===== config.mk =====
export PLATFORM = sky130hd
export DESIGN_NAME = wbsite_engine
export DESIGN_NICKNAME = d
export VERILOG_FILES = /design/src/rtl/wbsite_pkg.sv /design/src/rtl/wbsite_dpath.sv /design/src/rtl/wbsite_ctrl.sv /design/src/rtl/wbsite_engine.sv
export SDC_FILE = /design/constraint.sdc
export NUM_CORES = 1
export LEC_CHECK = 0
export BUFFER_PORTS_ARGS = -buffer_cell sky130_fd_sc_hd__buf_2
export CORE_MARGIN = 5
export CORE_UTILIZATION = 59
export CTS_CLUSTER_SIZE = 40
export DETAILED_ROUTE_END_ITERATION = 6
export GPL_TIMING_DRIVEN = 0
export PLACE_DENSITY_LB_ADDON = 0.12
export SYNTH_ARGS = -nofsm -noshare
export SYNTH_HDL_FRONTEND = slang
export SYNTH_HIERARCHICAL = 1
export SYNTH_SLANG_ARGS = --single-unit

===== constraint.sdc =====
create_clock -name clk -period 5.2 [get_ports clk]
set_input_delay 0.26 -clock clk [delete_from_list [all_inputs] [get_ports clk]]
set_output_delay 0.26 -clock clk [all_outputs]
set_load 0.05 [all_outputs]

===== src/rtl/wbsite_pkg.sv =====
package wbsite_pkg;

  typedef enum logic [2:0] {
    LS_INV    = 3'd0,
    LS_CLEAN  = 3'd1,
    LS_DIRTY  = 3'd2,
    LS_WBPEND = 3'd3,
    LS_CPEND  = 3'd4
  } lineState_e;

  typedef enum logic [2:0] {
    MC_CACHE    = 3'd0,
    MC_WBACK    = 3'd1,
    MC_FLUSHACK = 3'd2,
    MC_PURGEREQ = 3'd3,
    MC_CACHEREQ = 3'd4,
    MC_WB       = 3'd5,
    MC_PURGE    = 3'd6
  } msgCmd_e;

  typedef enum logic [1:0] {
    DS_KEEP = 2'd0,
    DS_CPU  = 2'd1,
    DS_MSG  = 2'd2
  } dataSel_e;

  // strobes from control to datapath for one cycle
  typedef struct packed {
    logic       fromMsg;    // line addressed by incoming message (1) or processor (0)
    logic       wrLine;
    lineState_e wrState;
    logic       wrTag;
    dataSel_e   dataSel;
    logic       sendMsg;
    msgCmd_e    sendCmd;
    logic       sendVictim; // address from stored tag rather than request tag
    logic       rspFire;
    logic       popIn;
  } strobe_t;

endpackage


===== src/rtl/wbsite_dpath.sv =====
module wbsite_dpath
  import wbsite_pkg::*;
#(
  parameter int ADDR_W = 8,
  parameter int DATA_W = 16,
  parameter int LINES  = 8
) (
  input  logic              clk,
  input  logic              rst_n,
  input  strobe_t           strb,
  input  logic              cpuReqWrite,
  input  logic [ADDR_W-1:0] cpuReqAddr,
  input  logic [DATA_W-1:0] cpuReqData,
  input  logic [ADDR_W-1:0] inAddr,
  input  logic [DATA_W-1:0] inData,
  input  logic              outReady,
  output logic              outValid,
  output logic [2:0]        outCmd,
  output logic [ADDR_W-1:0] outAddr,
  output logic [DATA_W-1:0] outData,
  output logic              cpuRspValid,
  output logic [DATA_W-1:0] cpuRspData,
  output lineState_e        cpuLineState,
  output logic              cpuTagHit,
  output lineState_e        msgLineState,
  output logic              msgTagHit
);

  localparam int IDX_W = $clog2(LINES);
  localparam int TAG_W = ADDR_W - IDX_W;

  lineState_e        stateQ [LINES];
  logic [TAG_W-1:0]  tagQ   [LINES];
  logic [DATA_W-1:0] dataQ  [LINES];

  msgCmd_e outCmdQ;

  logic [IDX_W-1:0] cpuIdx, inIdx, selIdx;
  logic [TAG_W-1:0] cpuTag, inTag, selTag;

  assign cpuIdx = cpuReqAddr[IDX_W-1:0];
  assign cpuTag = cpuReqAddr[ADDR_W-1:IDX_W];
  assign inIdx  = inAddr[IDX_W-1:0];
  assign inTag  = inAddr[ADDR_W-1:IDX_W];
  assign selIdx = strb.fromMsg ? inIdx : cpuIdx;
  assign selTag = strb.fromMsg ? inTag : cpuTag;

  assign cpuLineState = stateQ[cpuIdx];
  assign cpuTagHit    = (tagQ[cpuIdx] == cpuTag);
  assign msgLineState = stateQ[inIdx];
  assign msgTagHit    = (tagQ[inIdx] == inTag);
  assign outCmd       = outCmdQ;

  always_ff @(posedge clk) begin
    if (!rst_n) begin
      for (int i = 0; i < LINES; i++) begin
        stateQ[i] <= LS_INV;
        tagQ[i]   <= '0;
        dataQ[i]  <= '0;
      end
      outValid    <= 1'b0;
      outCmdQ     <= MC_CACHEREQ;
      outAddr     <= '0;
      outData     <= '0;
      cpuRspValid <= 1'b0;
      cpuRspData  <= '0;
    end else begin
      if (strb.wrLine) begin
        stateQ[selIdx] <= strb.wrState;
        if (strb.wrTag) tagQ[selIdx] <= selTag;
        case (strb.dataSel)
          DS_CPU:  dataQ[selIdx] <= cpuReqData;
          DS_MSG:  dataQ[selIdx] <= inData;
          default: ;
        endcase
      end
      if (strb.sendMsg) begin
        outValid <= 1'b1;
        outCmdQ  <= strb.sendCmd;
        outAddr  <= strb.sendVictim ? {tagQ[selIdx], selIdx} : {selTag, selIdx};
        outData  <= dataQ[selIdx];
      end else if (outReady) begin
        outValid <= 1'b0;
      end
      cpuRspValid <= strb.rspFire;
      if (strb.rspFire)
        cpuRspData <= cpuReqWrite ? cpuReqData : dataQ[cpuIdx];
    end
  end

  // a waiting outgoing message does not change
  a_r11_out_hold: assert property (@(posedge clk) disable iff (!rst_n)
    (outValid && !outReady) |=> (outValid && $stable(outCmdQ) && $stable(outAddr) && $stable(outData)));

  // a new message is only loaded into an empty slot
  a_r11_send_needs_slot: assert property (@(posedge clk) disable iff (!rst_n)
    strb.sendMsg |-> !outValid);

  // a response is only produced from a usable line of matching tag
  a_r4_rsp_from_usable: assert property (@(posedge clk) disable iff (!rst_n)
    strb.rspFire |-> (cpuTagHit && (stateQ[cpuIdx] == LS_CLEAN || stateQ[cpuIdx] == LS_DIRTY)));

  // fill data only lands in a line waiting for it
  a_r5_fill_only_pending: assert property (@(posedge clk) disable iff (!rst_n)
    (strb.wrLine && strb.dataSel == DS_MSG) |-> (stateQ[selIdx] == LS_CPEND));

  // every line state stays within the legal encodings
  for (genvar g = 0; g < LINES; g++) begin : g_legal
    a_r1_state_legal: assert property (@(posedge clk) disable iff (!rst_n)
      stateQ[g] <= LS_CPEND);
  end

endmodule


===== src/rtl/wbsite_ctrl.sv =====
module wbsite_ctrl
  import wbsite_pkg::*;
(
  input  logic       clk,
  input  logic       rst_n,
  input  logic       cpuReqValid,
  input  logic       cpuReqWrite,
  input  logic       inValid,
  input  logic [2:0] inCmd,
  input  logic       outValid,
  input  lineState_e cpuLineState,
  input  logic       cpuTagHit,
  input  lineState_e msgLineState,
  input  logic       msgTagHit,
  output strobe_t    strb,
  output logic       inReady,
  output logic       cpuReqReady
);

  logic slotFree;
  assign slotFree = !outValid;

  always_comb begin
    strb = '0;
    if (inValid && slotFree) begin
      strb.fromMsg = 1'b1;
      strb.popIn   = 1'b1;
      case (msgCmd_e'(inCmd))
        MC_CACHE: if (msgTagHit && msgLineState == LS_CPEND) begin
          strb.wrLine  = 1'b1;
          strb.wrState = LS_CLEAN;
          strb.dataSel = DS_MSG;
        end
        MC_WBACK: if (msgTagHit && msgLineState == LS_WBPEND) begin
          strb.wrLine  = 1'b1;
          strb.wrState = LS_CLEAN;
        end
        MC_FLUSHACK: if (msgTagHit && msgLineState == LS_WBPEND) begin
          strb.wrLine  = 1'b1;
          strb.wrState = LS_INV;
        end
        MC_PURGEREQ: if (msgTagHit && msgLineState == LS_CLEAN) begin
          strb.wrLine  = 1'b1;
          strb.wrState = LS_INV;
          strb.sendMsg = 1'b1;
          strb.sendCmd = MC_PURGE;
        end else if (msgTagHit && msgLineState == LS_DIRTY) begin
          strb.wrLine  = 1'b1;
          strb.wrState = LS_WBPEND;
          strb.sendMsg = 1'b1;
          strb.sendCmd = MC_WB;
        end
        default: ;
      endcase
    end else if (cpuReqValid) begin
      if (cpuTagHit && (cpuLineState == LS_CLEAN || cpuLineState == LS_DIRTY)) begin
        strb.rspFire = 1'b1;
        if (cpuReqWrite) begin
          strb.wrLine  = 1'b1;
          strb.wrState = LS_DIRTY;
          strb.dataSel = DS_CPU;
        end
      end else if (slotFree) begin
        case (cpuLineState)
          LS_INV: begin
            strb.wrLine  = 1'b1;
            strb.wrState = LS_CPEND;
            strb.wrTag   = 1'b1;
            strb.sendMsg = 1'b1;
            strb.sendCmd = MC_CACHEREQ;
          end
          LS_CLEAN: begin
            strb.wrLine     = 1'b1;
            strb.wrState    = LS_INV;
            strb.sendMsg    = 1'b1;
            strb.sendCmd    = MC_PURGE;
            strb.sendVictim = 1'b1;
          end
          LS_DIRTY: begin
            strb.wrLine     = 1'b1;
            strb.wrState    = LS_WBPEND;
            strb.sendMsg    = 1'b1;
            strb.sendCmd    = MC_WB;
            strb.sendVictim = 1'b1;
          end
          default: ;
        endcase
      end
    end
  end

  assign inReady     = strb.popIn;
  assign cpuReqReady = strb.rspFire;

  // an incoming message is never taken while a reply slot is occupied
  a_r11_pop_needs_slot: assert property (@(posedge clk) disable iff (!rst_n)
    inReady |-> !outValid);

  // incoming traffic wins over the processor when both could proceed
  a_r11_in_priority: assert property (@(posedge clk) disable iff (!rst_n)
    (inValid && !outValid) |-> !cpuReqReady);

endmodule


===== src/rtl/wbsite_engine.sv =====
module wbsite_engine
  import wbsite_pkg::*;
#(
  parameter int ADDR_W = 8,
  parameter int DATA_W = 16,
  parameter int LINES  = 8
) (
  input  logic              clk,
  input  logic              rst_n,
  input  logic              cpuReqValid,
  input  logic              cpuReqWrite,
  input  logic [ADDR_W-1:0] cpuReqAddr,
  input  logic [DATA_W-1:0] cpuReqData,
  output logic              cpuReqReady,
  output logic              cpuRspValid,
  output logic [DATA_W-1:0] cpuRspData,
  input  logic              inValid,
  input  logic [2:0]        inCmd,
  input  logic [ADDR_W-1:0] inAddr,
  input  logic [DATA_W-1:0] inData,
  output logic              inReady,
  output logic              outValid,
  output logic [2:0]        outCmd,
  output logic [ADDR_W-1:0] outAddr,
  output logic [DATA_W-1:0] outData,
  input  logic              outReady
);

  strobe_t    strb;
  lineState_e cpuLineState, msgLineState;
  logic       cpuTagHit, msgTagHit;

  wbsite_ctrl u_ctrl (
    .clk          (clk),
    .rst_n        (rst_n),
    .cpuReqValid  (cpuReqValid),
    .cpuReqWrite  (cpuReqWrite),
    .inValid      (inValid),
    .inCmd        (inCmd),
    .outValid     (outValid),
    .cpuLineState (cpuLineState),
    .cpuTagHit    (cpuTagHit),
    .msgLineState (msgLineState),
    .msgTagHit    (msgTagHit),
    .strb         (strb),
    .inReady      (inReady),
    .cpuReqReady  (cpuReqReady)
  );

  wbsite_dpath #(
    .ADDR_W (ADDR_W),
    .DATA_W (DATA_W),
    .LINES  (LINES)
  ) u_dpath (
    .clk          (clk),
    .rst_n        (rst_n),
    .strb         (strb),
    .cpuReqWrite  (cpuReqWrite),
    .cpuReqAddr   (cpuReqAddr),
    .cpuReqData   (cpuReqData),
    .inAddr       (inAddr),
    .inData       (inData),
    .outReady     (outReady),
    .outValid     (outValid),
    .outCmd       (outCmd),
    .outAddr      (outAddr),
    .outData      (outData),
    .cpuRspValid  (cpuRspValid),
    .cpuRspData   (cpuRspData),
    .cpuLineState (cpuLineState),
    .cpuTagHit    (cpuTagHit),
    .msgLineState (msgLineState),
    .msgTagHit    (msgTagHit)
  );

endmodule


==> metrics.txt <==
status finished, final reports clean; unrepaired setup endpoints after global routing false; max_cap viols 0; met2 Use GR 0.5325; static leakage between 5 and 6 nW; number of buffers created by CTS 25; Via Count between 10000 and 15000; Post-layout nets 1249; ANT cells 0; crit path kind flop to flop; Syn Inst Count 1065; initial core utilization 0.5993; final hold violation count 0; CP max stage delay ~0.74 ns; Hold Path Class input port to flop; Total Routed Length 43300 um; Worst setup SP type flop; Net Sw Frac 0.2764; sequential cell area around 6700 um2; Seq pwr share 0.467; syn_area_per_cell around 12 um2; met3 GRT Util 0.1068; Crit Path Max Fanout 10; Final setup viols 0; Chip Height between 150 and 200 um; # fillers approximately 1600; CP Cell Sequence mux4_2 -> mux2i_1 -> xor2_1 -> nand3_1 -> nor3_2 -> a21oi_1 -> o21ai_0 -> o2111ai_1 -> nand4b_1 -> clkbuf_1 -> buf_2 -> mux2i_1 -> nor2_1; CP Capture Type flop; port bufs 100; vias per std cell between 7 and 8; core area 21020 um2; layout cells sized above 1 0.2339; H-tree depth 1; Area after DPL 13450 um2; GPL Wtd Cong 1.010; Pre-antenna DRT Iters 6; maximum buffer depth of the clock tree 3; top-level port count approximately 100; Combinational Power Share 0.149; routed length per instance slightly below 30 um; clk_lat worst skew roughly 0.55 ns; Final min period roughly 5 ns; die area 24370 um2; clock skew ~0.019 ns; Max transition margin 0.1910; Die Wd ~160 um; clk sinks roughly 240; setup bufs post-CTS 0; Cell Pwr Density 323.4 nW/um2; met1 usage 0.4645; gr ovfl total 0; internal cell power ~3.3 mW; Clock transition at path regs 0.07 ns; Psw between 1 and 1.5 mW; Core Rows between 50 and 60; post-DP HPWL roughly 29000 um; Worst Path Required between 5 and 6 ns; YS warnings 6; total track usage 0.3474; clock share of power 0.384; TritonCTS clock tree yes; initial antenna violation count 1; multi-input logic area ~5600 um2; cell mode on critical path mux2i_1; Crit-path slowest cell mux2i_1; design area between 10000 and 15000 um2; maximum VDD drop ~0.28 mV; reg-to-reg slack, setup between 0.15 and 0.2 ns; first-pass GRT wire length 62470 um; Area Overhead vs Synth 13.53%; DR DRC count 0; Final ANT Viol Nets 0; post-synth net total 1122; fmax between 150 and 200 MHz; 1st-iter DRT viols around 1900; largest net degree at the start of global routing 17; global route hottest layer met2; root buffer cell clkbuf_16; count of pins over their slew limit 0; Fin Setup TNS 0 ns; cell area after synthesis around 13000 um2; Tightest Pin Transition between 1 and 1.5 ns; WP data arrival 5.30 ns; period utilisation layout 0.9682; vias in the first global route between 10000 and 15000
## final cells by class
class | count | share of cell area
inverter | 5 | 0.001312
tap | 275 | 0.02406
timing repair buffer | 100 | 0.03500
clock inverter | 13 | 0.01006
multi-input combinational | 736 | 0.3885
clock buffer | 32 | 0.04628
sequential | 237 | 0.4661
buffer | 87 | 0.02861
## per-layer routing
metal / part of all wire / wire (um)
met2: 0.44 / 18850
met3: 0.18 / 7597
met1: 0.34 / 14610
met5: 0.00030 / 13
met4: 0.051 / 2219
## worst paths after layout
check / start / endpoint / cells past startpoint
setup / recovery: u_dpath/tagQ[3][1] / u_dpath/dataQ[4][13] / 13
hold reg to reg: u_dpath/outAddr[5] / u_dpath/outAddr[5] / 2
setup reg to reg: u_dpath/tagQ[3][1] / u_dpath/dataQ[4][13] / 13
hold / removal: cpuReqData[1] / u_dpath/cpuRspData[1] / 3
## through the flow
step | power, mW | hold WS [ns] | std cells | worst slack (ns) | util
2_1_floorplan | 2.612 | 0.4472 | 1065 | 1.061 | -
3_3_place_gp | 2.847 | 0.4321 | 1440 | -0.9940 | 0.6394
3_5_place_dp | 2.855 | 0.4419 | 1440 | -1.079 | 0.6396
4_1_cts | 4.595 | 0.01196 | 1485 | 0.06780 | 0.6788
5_1_grt | 4.722 | 0.04185 | 1485 | 0.04460 | 0.6803
6_report | 4.624 | 0.01767 | 1485 | 0.1653 | 0.6803
## cells in the final DEF (no fill, tap or decap), types with 25 or more instances in the layout
master and count:
clkbuf_16 25, o21ai_0 41, nand2_1 77, nor2_1 187, nor3_1 25, mux2i_1 83, clkbuf_1 41, edfxtp_1 192
buf_2 135, and3_1 25, mux4_2 60, dfxtp_1 45
## registers in the layout, summed over array words and instances (netlist names)
name                 count
u_dpath/cpuRspValid      1
u_dpath/stateQ          24
u_dpath/outCmd           3
u_dpath/cpuRspData      16
u_dpath/outAddr          8
u_dpath/tagQ            40
u_dpath/dataQ          128
u_dpath/outValid         1
u_dpath/outData         16
## worst max-delay path, delay by kind of cell (launching register included)
kind                   cells  cell delay, ns
flip-flops                 1            0.41
AO/OA/AOI/OAI              3            0.62
multiplexers               3            1.44
AND/OR/NAND/NOR            4            0.85
XOR/XNOR                   1            0.23
buffers and inverters      2            1.20
## power groups by stage
stage	combinational (mW)	clock [mW]	sequential, mW
2_1_floorplan	0.378	0	2.23
3_3_place_gp	0.652	0	2.19
3_5_place_dp	0.658	0	2.20
4_1_cts	0.662	1.78	2.16
5_1_grt	0.709	1.85	2.16
6_report	0.690	1.77	2.16
## what timing repair did
action / in CTS / in global routing
gates resized for setup: 7 / 10
hold buffers: 0 / 0
endpoints found under the setup margin: 137 / 156
(Power assumes the default switching activity.)
